## config.mk

```make
export PLATFORM = sky130hd
export DESIGN_NAME = irq_route_ctrl
export DESIGN_NICKNAME = d
export VERILOG_FILES = /design/src/rtl/irq_route_pkg.sv /design/src/rtl/irq_route_regs.sv /design/src/rtl/irq_route_pins.sv /design/src/rtl/irq_route_arb.sv /design/src/rtl/irq_route_ctrl.sv
export SDC_FILE = /design/constraint.sdc
export NUM_CORES = 2
export LEC_CHECK = 0
export ABC_CLOCK_PERIOD_IN_PS = 3840
export BUFFER_PORTS_ARGS = -buffer_cell sky130_fd_sc_hd__buf_2
export CAP_MARGIN = 20
export CORE_MARGIN = 4
export CORE_UTILIZATION = 45
export DETAILED_ROUTE_END_ITERATION = 7
export PLACE_DENSITY = 0.72
export SKIP_LAST_GASP = 1
export SLEW_MARGIN = 5
export SYNTH_ARGS = -nofsm -noshare
export SYNTH_HDL_FRONTEND = slang
export SYNTH_HIERARCHICAL = 1
export SYNTH_SLANG_ARGS = --single-unit
export TNS_END_PERCENT = 1
```

## constraint.sdc

```tcl
create_clock -name clk -period 3.84 [get_ports clk]
set_input_delay 0.576 -clock clk [delete_from_list [all_inputs] [get_ports clk]]
set_output_delay 0.576 -clock clk [all_outputs]
set_load 0.005 [all_outputs]
```

## src/rtl/irq_route_pkg.sv

```systemverilog
package irq_route_pkg;

  // Bus byte offsets
  localparam logic [4:0] OFF_SELECT = 5'h00;
  localparam logic [4:0] OFF_WINDOW = 5'h10;

  // Register indices reached through the window
  localparam logic [7:0] IDX_IDENT   = 8'h00;
  localparam logic [7:0] IDX_VERSION = 8'h01;

  // Low word bit positions
  localparam int BIT_PEND = 14;
  localparam int BIT_TRIG = 15;
  localparam int BIT_MASK = 16;

  localparam logic [31:0] LO_WR_MASK = 32'h0001_AFFF;
  localparam logic [31:0] LO_RESET   = 32'h0001_0000;
  localparam logic [31:0] HI_RESET   = 32'h0001_0000;

  localparam int ID_LSB = 24;
  localparam int ID_W   = 4;

  typedef struct packed {
    logic [7:0]  vector;
    logic [14:0] dest;
    logic [2:0]  delmode;
    logic        destmode;
    logic        level;
  } irq_msg_t;

endpackage

```

## src/rtl/irq_route_regs.sv

```systemverilog
module irq_route_regs
  import irq_route_pkg::*;
#(
  parameter int NPINS      = 24,
  parameter int SEL_W      = 8,
  parameter int REDIR_BASE = 16
) (
  input  logic                   clk,
  input  logic                   rst_n,
  input  logic                   bus_en,
  input  logic                   bus_we,
  input  logic [4:0]             bus_off,
  input  logic [31:0]            bus_wdata,
  output logic [31:0]            bus_rdata,
  input  logic [NPINS-1:0]       load_vec,
  input  logic                   eoi_valid,
  input  logic [7:0]             eoi_vector,
  output logic [NPINS-1:0][31:0] ent_lo,
  output logic [NPINS-1:0][31:0] ent_hi,
  output logic [NPINS-1:0]       pend_vec
);

  localparam int          PO_W      = SEL_W - 1;
  localparam int          REDIR_END = REDIR_BASE + 2 * NPINS;
  localparam logic [31:0] VER_VAL   = (32'(NPINS - 1) << 16) | 32'h0000_0011;

  logic [SEL_W-1:0]       sel_q, sel_d;
  logic                   sel_we;
  logic [ID_W-1:0]        id_q, id_d;
  logic                   id_we;
  logic [NPINS-1:0][31:0] lo_q, hi_q;
  logic [NPINS-1:0]       lo_we, hi_we;
  logic [NPINS-1:0]       pend_q, pend_d;
  logic [31:0]            lo_wd;
  logic                   win_wr;
  logic                   in_redir;
  logic [SEL_W-1:0]       rel_idx;
  logic [PO_W-1:0]        pin_off;
  logic                   hi_half;
  logic [31:0]            win_rd;

  // Decode of the select register
  assign win_wr   = bus_en & bus_we & (bus_off == OFF_WINDOW);
  assign sel_we   = bus_en & bus_we & (bus_off == OFF_SELECT);
  assign sel_d    = bus_wdata[SEL_W-1:0];
  assign in_redir = (int'(sel_q) >= REDIR_BASE) && (int'(sel_q) < REDIR_END);
  assign rel_idx  = sel_q - SEL_W'(REDIR_BASE);
  assign pin_off  = rel_idx[SEL_W-1:1];
  assign hi_half  = rel_idx[0];
  assign lo_wd    = bus_wdata & LO_WR_MASK;
  assign id_we    = win_wr & (sel_q == IDX_IDENT);
  assign id_d     = bus_wdata[ID_LSB +: ID_W];

  // Per-pin write enables and remote-pending next state
  always_comb begin
    for (int i = 0; i < NPINS; i++) begin
      logic trig_next;
      lo_we[i]  = win_wr & in_redir & (pin_off == PO_W'(i)) & ~hi_half;
      hi_we[i]  = win_wr & in_redir & (pin_off == PO_W'(i)) & hi_half;
      trig_next = lo_we[i] ? lo_wd[BIT_TRIG] : lo_q[i][BIT_TRIG];
      pend_d[i] = pend_q[i];
      if (load_vec[i] && lo_q[i][BIT_TRIG]) begin
        pend_d[i] = 1'b1;
      end
      if (eoi_valid && pend_q[i] && (lo_q[i][7:0] == eoi_vector)) begin
        pend_d[i] = 1'b0;
      end
      if (!trig_next) begin
        pend_d[i] = 1'b0;
      end
    end
  end

  always_ff @(posedge clk or negedge rst_n) begin
    if (!rst_n) begin
      sel_q  <= '0;
      id_q   <= '0;
      pend_q <= '0;
      for (int i = 0; i < NPINS; i++) begin
        lo_q[i] <= LO_RESET;
        hi_q[i] <= HI_RESET;
      end
    end else begin
      if (sel_we) sel_q <= sel_d;
      if (id_we)  id_q  <= id_d;
      pend_q <= pend_d;
      for (int i = 0; i < NPINS; i++) begin
        if (lo_we[i]) lo_q[i] <= lo_wd;
        if (hi_we[i]) hi_q[i] <= bus_wdata;
      end
    end
  end

  // Read path through the window
  always_comb begin
    win_rd = '0;
    if (sel_q == IDX_IDENT) begin
      win_rd = 32'(id_q) << ID_LSB;
    end else if (sel_q == IDX_VERSION) begin
      win_rd = VER_VAL;
    end else if (in_redir) begin
      for (int i = 0; i < NPINS; i++) begin
        if (pin_off == PO_W'(i)) begin
          win_rd = hi_half ? hi_q[i] : (lo_q[i] | (32'(pend_q[i]) << BIT_PEND));
        end
      end
    end
  end

  always_comb begin
    case (bus_off)
      OFF_SELECT: bus_rdata = 32'(sel_q);
      OFF_WINDOW: bus_rdata = win_rd;
      default:    bus_rdata = '0;
    endcase
  end

  assign ent_lo   = lo_q;
  assign ent_hi   = hi_q;
  assign pend_vec = pend_q;

endmodule

```

## src/rtl/irq_route_pins.sv

```systemverilog
module irq_route_pins #(
  parameter int NPINS = 24
) (
  input  logic             clk,
  input  logic             rst_n,
  input  logic [NPINS-1:0] irq_in,
  input  logic [NPINS-1:0] lvl_vec,
  input  logic [NPINS-1:0] mask_vec,
  input  logic [NPINS-1:0] pend_vec,
  input  logic [NPINS-1:0] load_vec,
  output logic [NPINS-1:0] req,
  output logic [NPINS-1:0] edge_pend
);

  logic [NPINS-1:0] irq_q;
  logic [NPINS-1:0] epend_q, epend_d;
  logic [NPINS-1:0] rise;

  assign rise = irq_in & ~irq_q;

  for (genvar g = 0; g < NPINS; g++) begin : g_pin
    always_comb begin
      epend_d[g] = epend_q[g];
      if (load_vec[g]) epend_d[g] = 1'b0;
      if (rise[g])     epend_d[g] = 1'b1;
      if (mask_vec[g] || lvl_vec[g]) epend_d[g] = 1'b0;
    end

    assign req[g] = (epend_q[g] & ~mask_vec[g] & ~lvl_vec[g]) |
                    (lvl_vec[g] & irq_in[g] & ~mask_vec[g] & ~pend_vec[g]);
  end

  always_ff @(posedge clk or negedge rst_n) begin
    if (!rst_n) begin
      irq_q   <= '0;
      epend_q <= '0;
    end else begin
      irq_q   <= irq_in;
      epend_q <= epend_d;
    end
  end

  assign edge_pend = epend_q;

endmodule

```

## src/rtl/irq_route_arb.sv

```systemverilog
module irq_route_arb #(
  parameter int NPINS = 24
) (
  input  logic [NPINS-1:0] req,
  output logic [NPINS-1:0] grant,
  output logic             any
);

  always_comb begin
    logic found;
    found = 1'b0;
    grant = '0;
    for (int i = 0; i < NPINS; i++) begin
      if (req[i] && !found) begin
        grant[i] = 1'b1;
        found    = 1'b1;
      end
    end
    any = found;
  end

endmodule

```

## src/rtl/irq_route_ctrl.sv

```systemverilog
module irq_route_ctrl
  import irq_route_pkg::*;
#(
  parameter int NPINS      = 24,
  parameter int REDIR_BASE = 16
) (
  input  logic             clk,
  input  logic             rst_n,
  input  logic [NPINS-1:0] irq_in,
  input  logic             bus_en,
  input  logic             bus_we,
  input  logic [4:0]       bus_off,
  input  logic [31:0]      bus_wdata,
  output logic [31:0]      bus_rdata,
  input  logic             eoi_valid,
  input  logic [7:0]       eoi_vector,
  output logic             msg_valid,
  input  logic             msg_ready,
  output logic [7:0]       msg_vector,
  output logic [14:0]      msg_dest,
  output logic [2:0]       msg_delmode,
  output logic             msg_destmode,
  output logic             msg_level
);

  localparam int SEL_W = 8;

  logic [NPINS-1:0][31:0] ent_lo, ent_hi;
  logic [NPINS-1:0]       pend_vec, lvl_vec, mask_vec;
  logic [NPINS-1:0]       req, grant, load_vec, edge_pend;
  logic                   any;
  logic                   load_en;
  irq_msg_t               cand, msg_q;
  logic                   valid_q, valid_d;

  irq_route_regs #(
    .NPINS(NPINS), .SEL_W(SEL_W), .REDIR_BASE(REDIR_BASE)
  ) u_regs (
    .clk(clk), .rst_n(rst_n),
    .bus_en(bus_en), .bus_we(bus_we), .bus_off(bus_off),
    .bus_wdata(bus_wdata), .bus_rdata(bus_rdata),
    .load_vec(load_vec), .eoi_valid(eoi_valid), .eoi_vector(eoi_vector),
    .ent_lo(ent_lo), .ent_hi(ent_hi), .pend_vec(pend_vec)
  );

  for (genvar g = 0; g < NPINS; g++) begin : g_vec
    assign lvl_vec[g]  = ent_lo[g][BIT_TRIG];
    assign mask_vec[g] = ent_lo[g][BIT_MASK];
  end

  irq_route_pins #(.NPINS(NPINS)) u_pins (
    .clk(clk), .rst_n(rst_n), .irq_in(irq_in),
    .lvl_vec(lvl_vec), .mask_vec(mask_vec), .pend_vec(pend_vec),
    .load_vec(load_vec), .req(req), .edge_pend(edge_pend)
  );

  irq_route_arb #(.NPINS(NPINS)) u_arb (
    .req(req), .grant(grant), .any(any)
  );

  assign load_en  = any & (~valid_q | msg_ready);
  assign load_vec = grant & {NPINS{load_en}};

  // One-hot select of the granted entry
  always_comb begin
    cand = '0;
    for (int i = 0; i < NPINS; i++) begin
      if (grant[i]) begin
        cand.vector   = cand.vector   | ent_lo[i][7:0];
        cand.delmode  = cand.delmode  | ent_lo[i][10:8];
        cand.destmode = cand.destmode | ent_lo[i][11];
        cand.level    = cand.level    | ent_lo[i][BIT_TRIG];
        cand.dest     = cand.dest     | {ent_hi[i][23:17], ent_hi[i][31:24]};
      end
    end
  end

  always_comb begin
    valid_d = valid_q;
    if (load_en) begin
      valid_d = 1'b1;
    end else if (msg_ready) begin
      valid_d = 1'b0;
    end
  end

  always_ff @(posedge clk or negedge rst_n) begin
    if (!rst_n) begin
      valid_q <= 1'b0;
      msg_q   <= '0;
    end else begin
      valid_q <= valid_d;
      if (load_en) msg_q <= cand;
    end
  end

  assign msg_valid    = valid_q;
  assign msg_vector   = msg_q.vector;
  assign msg_dest     = msg_q.dest;
  assign msg_delmode  = msg_q.delmode;
  assign msg_destmode = msg_q.destmode;
  assign msg_level    = msg_q.level;

endmodule

```

Yosys cells after proc, flatten, opt, wreduce, memory -nomap -nowiden

Index checks and enable logic that the tools add are counted.

Flip-flop bits (word level): 1,241
Bits in latches: 0
Bits in writable memories: 0
ROM bits: 0
Input port bits: 75
Output and inout port bits: 61
Logic and storage cells: 1,084
Memories kept: 0

Add/sub/neg operators: 1
Multiply operators: 0
Divide/modulo/power cells: 0
Magnitude comparators: 2
Equality and inequality tests: 73
Shift operators: 0
Muxes and demuxes: 293
Bitwise gates (word level): 439
Reduce and logical (&&, ||, !) cells: 171

Operator list:

| operator           | count |
|---|---|
| $mux 32            | 51 |
| $mux 28            | 24 |
| $or 17x15->17      | 24 |
| $or 15x15->15      | 23 |
| $mux 1             | 217 |
| $and 1x1->1        | 198 |
| $eq 8x8->1         | 24 |
| $or 8x8->8         | 23 |
| $logic_and 1x1->1  | 96 |
| $not 1->1          | 74 |
| $ne 3x3->1 const B | 24 |
| $reduce_bool 3->1  | 24 |
| $or 1x1->1         | 71 |
| $or 3x3->3         | 23 |
| $pmux 32 s2        | 1 |
| $eq 7x4->1 const B | 8 |
| $eq 7x5->1 const B | 8 |
| $and 24x24->24     | 2 |
| $eq 7x3->1 const B | 4 |
| $logic_or 1x1->1   | 24 |
| $not 24->24        | 1 |
| $logic_not 1->1    | 23 |
| $eq 7x2->1 const B | 2 |
| $eq 8x1->1 const B | 1 |
| other kinds (9)    | 9 |

Longest topological paths before layout

Word-level depth: 80
Gate-level depth with buffers: 16
Gate-level depth less buffers: 10

Hierarchy

Netlist, hierarchy kept.

By module, submodules not included:

| module         | times used | cells each | area an instance (µm²) | seq. area each (µm²) |
|---|---|---|---|---|
| irq_route_regs | 1          | 5,213      | 61,495.2               | 29,188.0 |
| irq_route_ctrl | 1          | 630        | 4,749.6                | 725.7 |
| irq_route_pins | 1          | 192        | 2,248.4                | 1,201.2 |
| irq_route_arb  | 1          | 45         | 330.3                  | 0.0 |

Worst setup path after synthesis

OpenSTA, ideal clock, no wires.

Path type: register -> output
From: reg u_regs.sel_q[4]
To: out bus_rdata[7]
Arrival: 3,174 ps
Data required time: 3,264 ps
Path slack: 90 ps
Stages on the path, launching flop included: 14
Buffers on the path: 3
Cell sequence: dfrtp_1 buf_2 clkinv_1 ha_1 buf_2 or4b_4 a311oi_4 nand2_2 buf_6 o21ai_0 a211oi_1 a2111oi_0 nor4_1 o21ai_1

Word-level cells in the longest chain between the ends: 30
Elaborated cells between the ends (all ways): 58
Classes of those cells: add/sub: 1; order compare: 2; eq/ne: 24; mux: 28; reduce/logical: 3

Ends and longest elaborated chain:

| item                   | RTL line              | RTL |
|---|---|---|
| from (decl)            | irq_route_regs.sv:27  | `logic [SEL_W-1:0] sel_q, sel_d;` |
| from (signal assigned) | irq_route_regs.sv:84  | `if (sel_we) sel_q <= sel_d;` |
| $sub 8x5->8            | irq_route_regs.sv:47  | `assign rel_idx = sel_q - SEL_W'(REDIR_BASE);` |
| $logic_not 7->1        | irq_route_regs.sv:103 | `if (pin_off == PO_W'(i)) begin` |
| $mux 32 (24 in series) | irq_route_regs.sv:103 |  |
| $mux 32                | irq_route_regs.sv:101 | `end else if (in_redir) begin` |
| $mux 32                | irq_route_regs.sv:99  | `end else if (sel_q == IDX_VERSION) begin` |
| $mux 32 *              | irq_route_regs.sv:97  | `if (sel_q == IDX_IDENT) begin` |
| $pmux 32 s2 *          | irq_route_regs.sv:111 | `case (bus_off)` |
| to (decl)              | irq_route_ctrl.sv:14  | `output logic [31:0] bus_rdata,` |

Every way passes the cells marked *; elsewhere a longest branch is shown, timed or not.

Worst setup path in the final report

From: reg u_regs.sel_q[4]
To: out bus_rdata[15]

Same word-level chain as after synthesis.

==> impl_metrics.json <==
{
  "fin_crit_ns": 4.68,
  "syn-num-nets": 5749,
  "rsz0062_at_grt": "true",
  "worst-path-max-fanout": 8,
  "r2r_cells": 12,
  "vias_per_cell": 7.04,
  "core_mm2": 0.145,
  "avgSynthCellArea_um2": 11.6,
  "instances_no_fill": 8255,
  "vias": 58100,
  "syn_area_mm2": 0.0658,
  "crit_type": "flip-flop to output pin",
  "whs_ns": 0.269,
  "design_area_mm2": 0.0799,
  "std_cell_rows": 140,
  "ir_drop_v": 0.000407,
  "grt_use_total": 0.422,
  "hold_viol": 0,
  "r2r-end": "u_regs/ent_lo[329]",
  "endpoint": "bus_rdata[15]",
  "num-fill-cells": 12500,
  "r2r_setup_slack_ns": 0.13,
  "cts.sinks": 1241,
  "slew_headroom": 0.250,
  "fin_nets": 6294,
  "dieArea_mm2": 0.152,
  "worst_ep_required_time_ns": 3.26,
  "multiInputGateArea_mm2": 0.0329,
  "worst_clock_skew_ns": 0.0380,
  "tritoncts": "yes",
  "leakagePower_nw": 38.8,
  "reg2reg_from": "u_regs/sel_q[4]",
  "dr.pass1.iters": 8,
  "io_pins": 136,
  "dpl_worst_slack_ns": -0.580,
  "fmax_mhz": 213,
  "h-tree-depth": 4,
  "antenna_left": 0,
  "seqCellArea_mm2": 0.0311,
  "numCtsBuffers": 142,
  "grt_overflow": 0,
  "grt_pass1_vias": 56400,
  "antenna_found_initial": 19,
  "cts_buffer_depth": 3,
  "placed_area_mm2": 0.0736,
  "start_kind": "flip-flop",
  "finalMaxSlewViolations": 0,
  "post-dp-hpwl_mm": 229,
  "post-route-period-util": 1.22,
  "drt_wl_total_mm": 328,
  "cts-root-buf": "clkbuf_16",
  "crit_start": "u_regs/sel_q[4]",
  "cp_data_arrival_time_ns": 4.11,
  "drtIter0Drc": 9141,
  "dieHeight_um": 390,
  "routabilityCongestion": 1.06,
  "power.density_mw_per_mm2": 424,
  "yosys_warnings": 6,
  "clk_latency_ns": 0.82,
  "drive_above_1_share": 0.346,
  "tightest_slew_ns": 1.12,
  "port_buffers": 135,
  "synth_cells": 5671,
  "path_clk_slew_ns": 0.06,
  "finish.utilization": 0.549,
  "initial_core_util": 0.452,
  "setup_violations": 32,
  "power_mw": 33.9,
  "tns_ns": -24.56,
  "drc": 12,
  "placed_cells": 7916,
  "drv_cap": 0,
  "wl_per_cell_um": 39.7,
  "dieWidth_um": 390,
  "grt_pass1_wl_mm": 451,
  "hp-class": "input pin to async pin",
  "status": "finished, violations left",
  "violations": "design-rule violations, negative setup slack",
  "finalWorstSetupSlack_ns": -0.844,
  "grt_max_degree": 132,
  "critPathCaptureType": "output pin",
  "area_delta_synth_final_pct": 21.5
}
worst min-delay path by stage:
stage	from	endpoint	slack (ns)	cells past startpoint
5_1_grt	rst_n	u_regs/ent_hi[510]	0.30	2
3_3_place_gp	u_regs/ent_hi[239]	u_regs/ent_hi[239]	0.46	2
3_5_place_dp	u_regs/ent_hi[335]	u_regs/ent_hi[335]	0.47	2
2_1_floorplan	rst_n	msg_delmode[0]	0.28	0
4_1_cts	bus_wdata[23]	u_regs/ent_hi[215]	0.24	2
6_report	rst_n	u_regs/ent_hi[478]	0.27	2
metal layers:
metal | vias to the layer above | GRT usage | wire [um]
met5 | - | 0 | 68
met4 | 8 | 0.258 | 25100
met3 | 1216 | 0.157 | 45900
met2 | 4878 | 0.578 | 131000
met1 | 29600 | 0.563 | 126000
li1 | 22400 | - | -
power breakdown:
part	total [mW]	internal (mW)	switching (mW)
registers	13.4	13.2	0.163
logic	6.36	2.18	4.18
clock network	14.1	8.15	5.97
total	33.9	23.6	10.3
worst max-delay path, cell delays in order, from the launching register on:
cell      delay (ns)
dfrtp_1         0.39
clkinv_2        0.09
ha_4            0.18
or4b_4          0.53
a311oi_4        0.32
buf_6           0.17
buf_12          0.18
o21ai_1         0.27
a31oi_4         0.34
o211ai_1        0.29
nor2_1          0.17
a21oi_1         0.08
buf_4           0.16
buf_2           0.12
layout by cell type, fill, tap and decap left out, types with 132 or more instances in the layout:
cell / instances
buf_4: 600
buf_12: 133
dfrtp_1: 1190
o21ai_0: 149
mux2_2: 762
a21oi_1: 264
mux2i_1: 319
xor2_1: 168
nand2_1: 183
a22oi_1: 377
clkbuf_16: 144
mux2_1: 401
buf_2: 132
cell type report:
class | instances | area share
Clock buffer | 209 | 0.0508
Antenna cell | 11 | 0.000345
Sequential cell | 1241 | 0.390
Tap cell | 1917 | 0.0300
Inverter | 11 | 0.000533
Timing Repair Buffer | 932 | 0.107
Multi-Input combinational cell | 3888 | 0.412
Clock inverter | 46 | 0.00902
repair_timing:
action	4_1_cts	5_1_grt
resized for setup	135	47
gates cloned	1	0
pin swaps	45	34
hold buffers	25	0
buffers inserted	40	12
endpoints found under the hold margin	70	0
endpoints found under the setup margin	32	32
sequential cells by signal, indices dropped and copies added (netlist names):
name / count
msg_delmode: 3
msg_dest: 15
msg_destmode: 1
msg_level: 1
msg_valid: 1
msg_vector: 8
u_pins/edge_pend: 24
u_pins/irq_q: 24
u_regs/ent_hi: 768
u_regs/ent_lo: 360
u_regs/id_q: 4
u_regs/pend_vec: 24
u_regs/sel_q: 8
(Power assumes the default switching activity.)
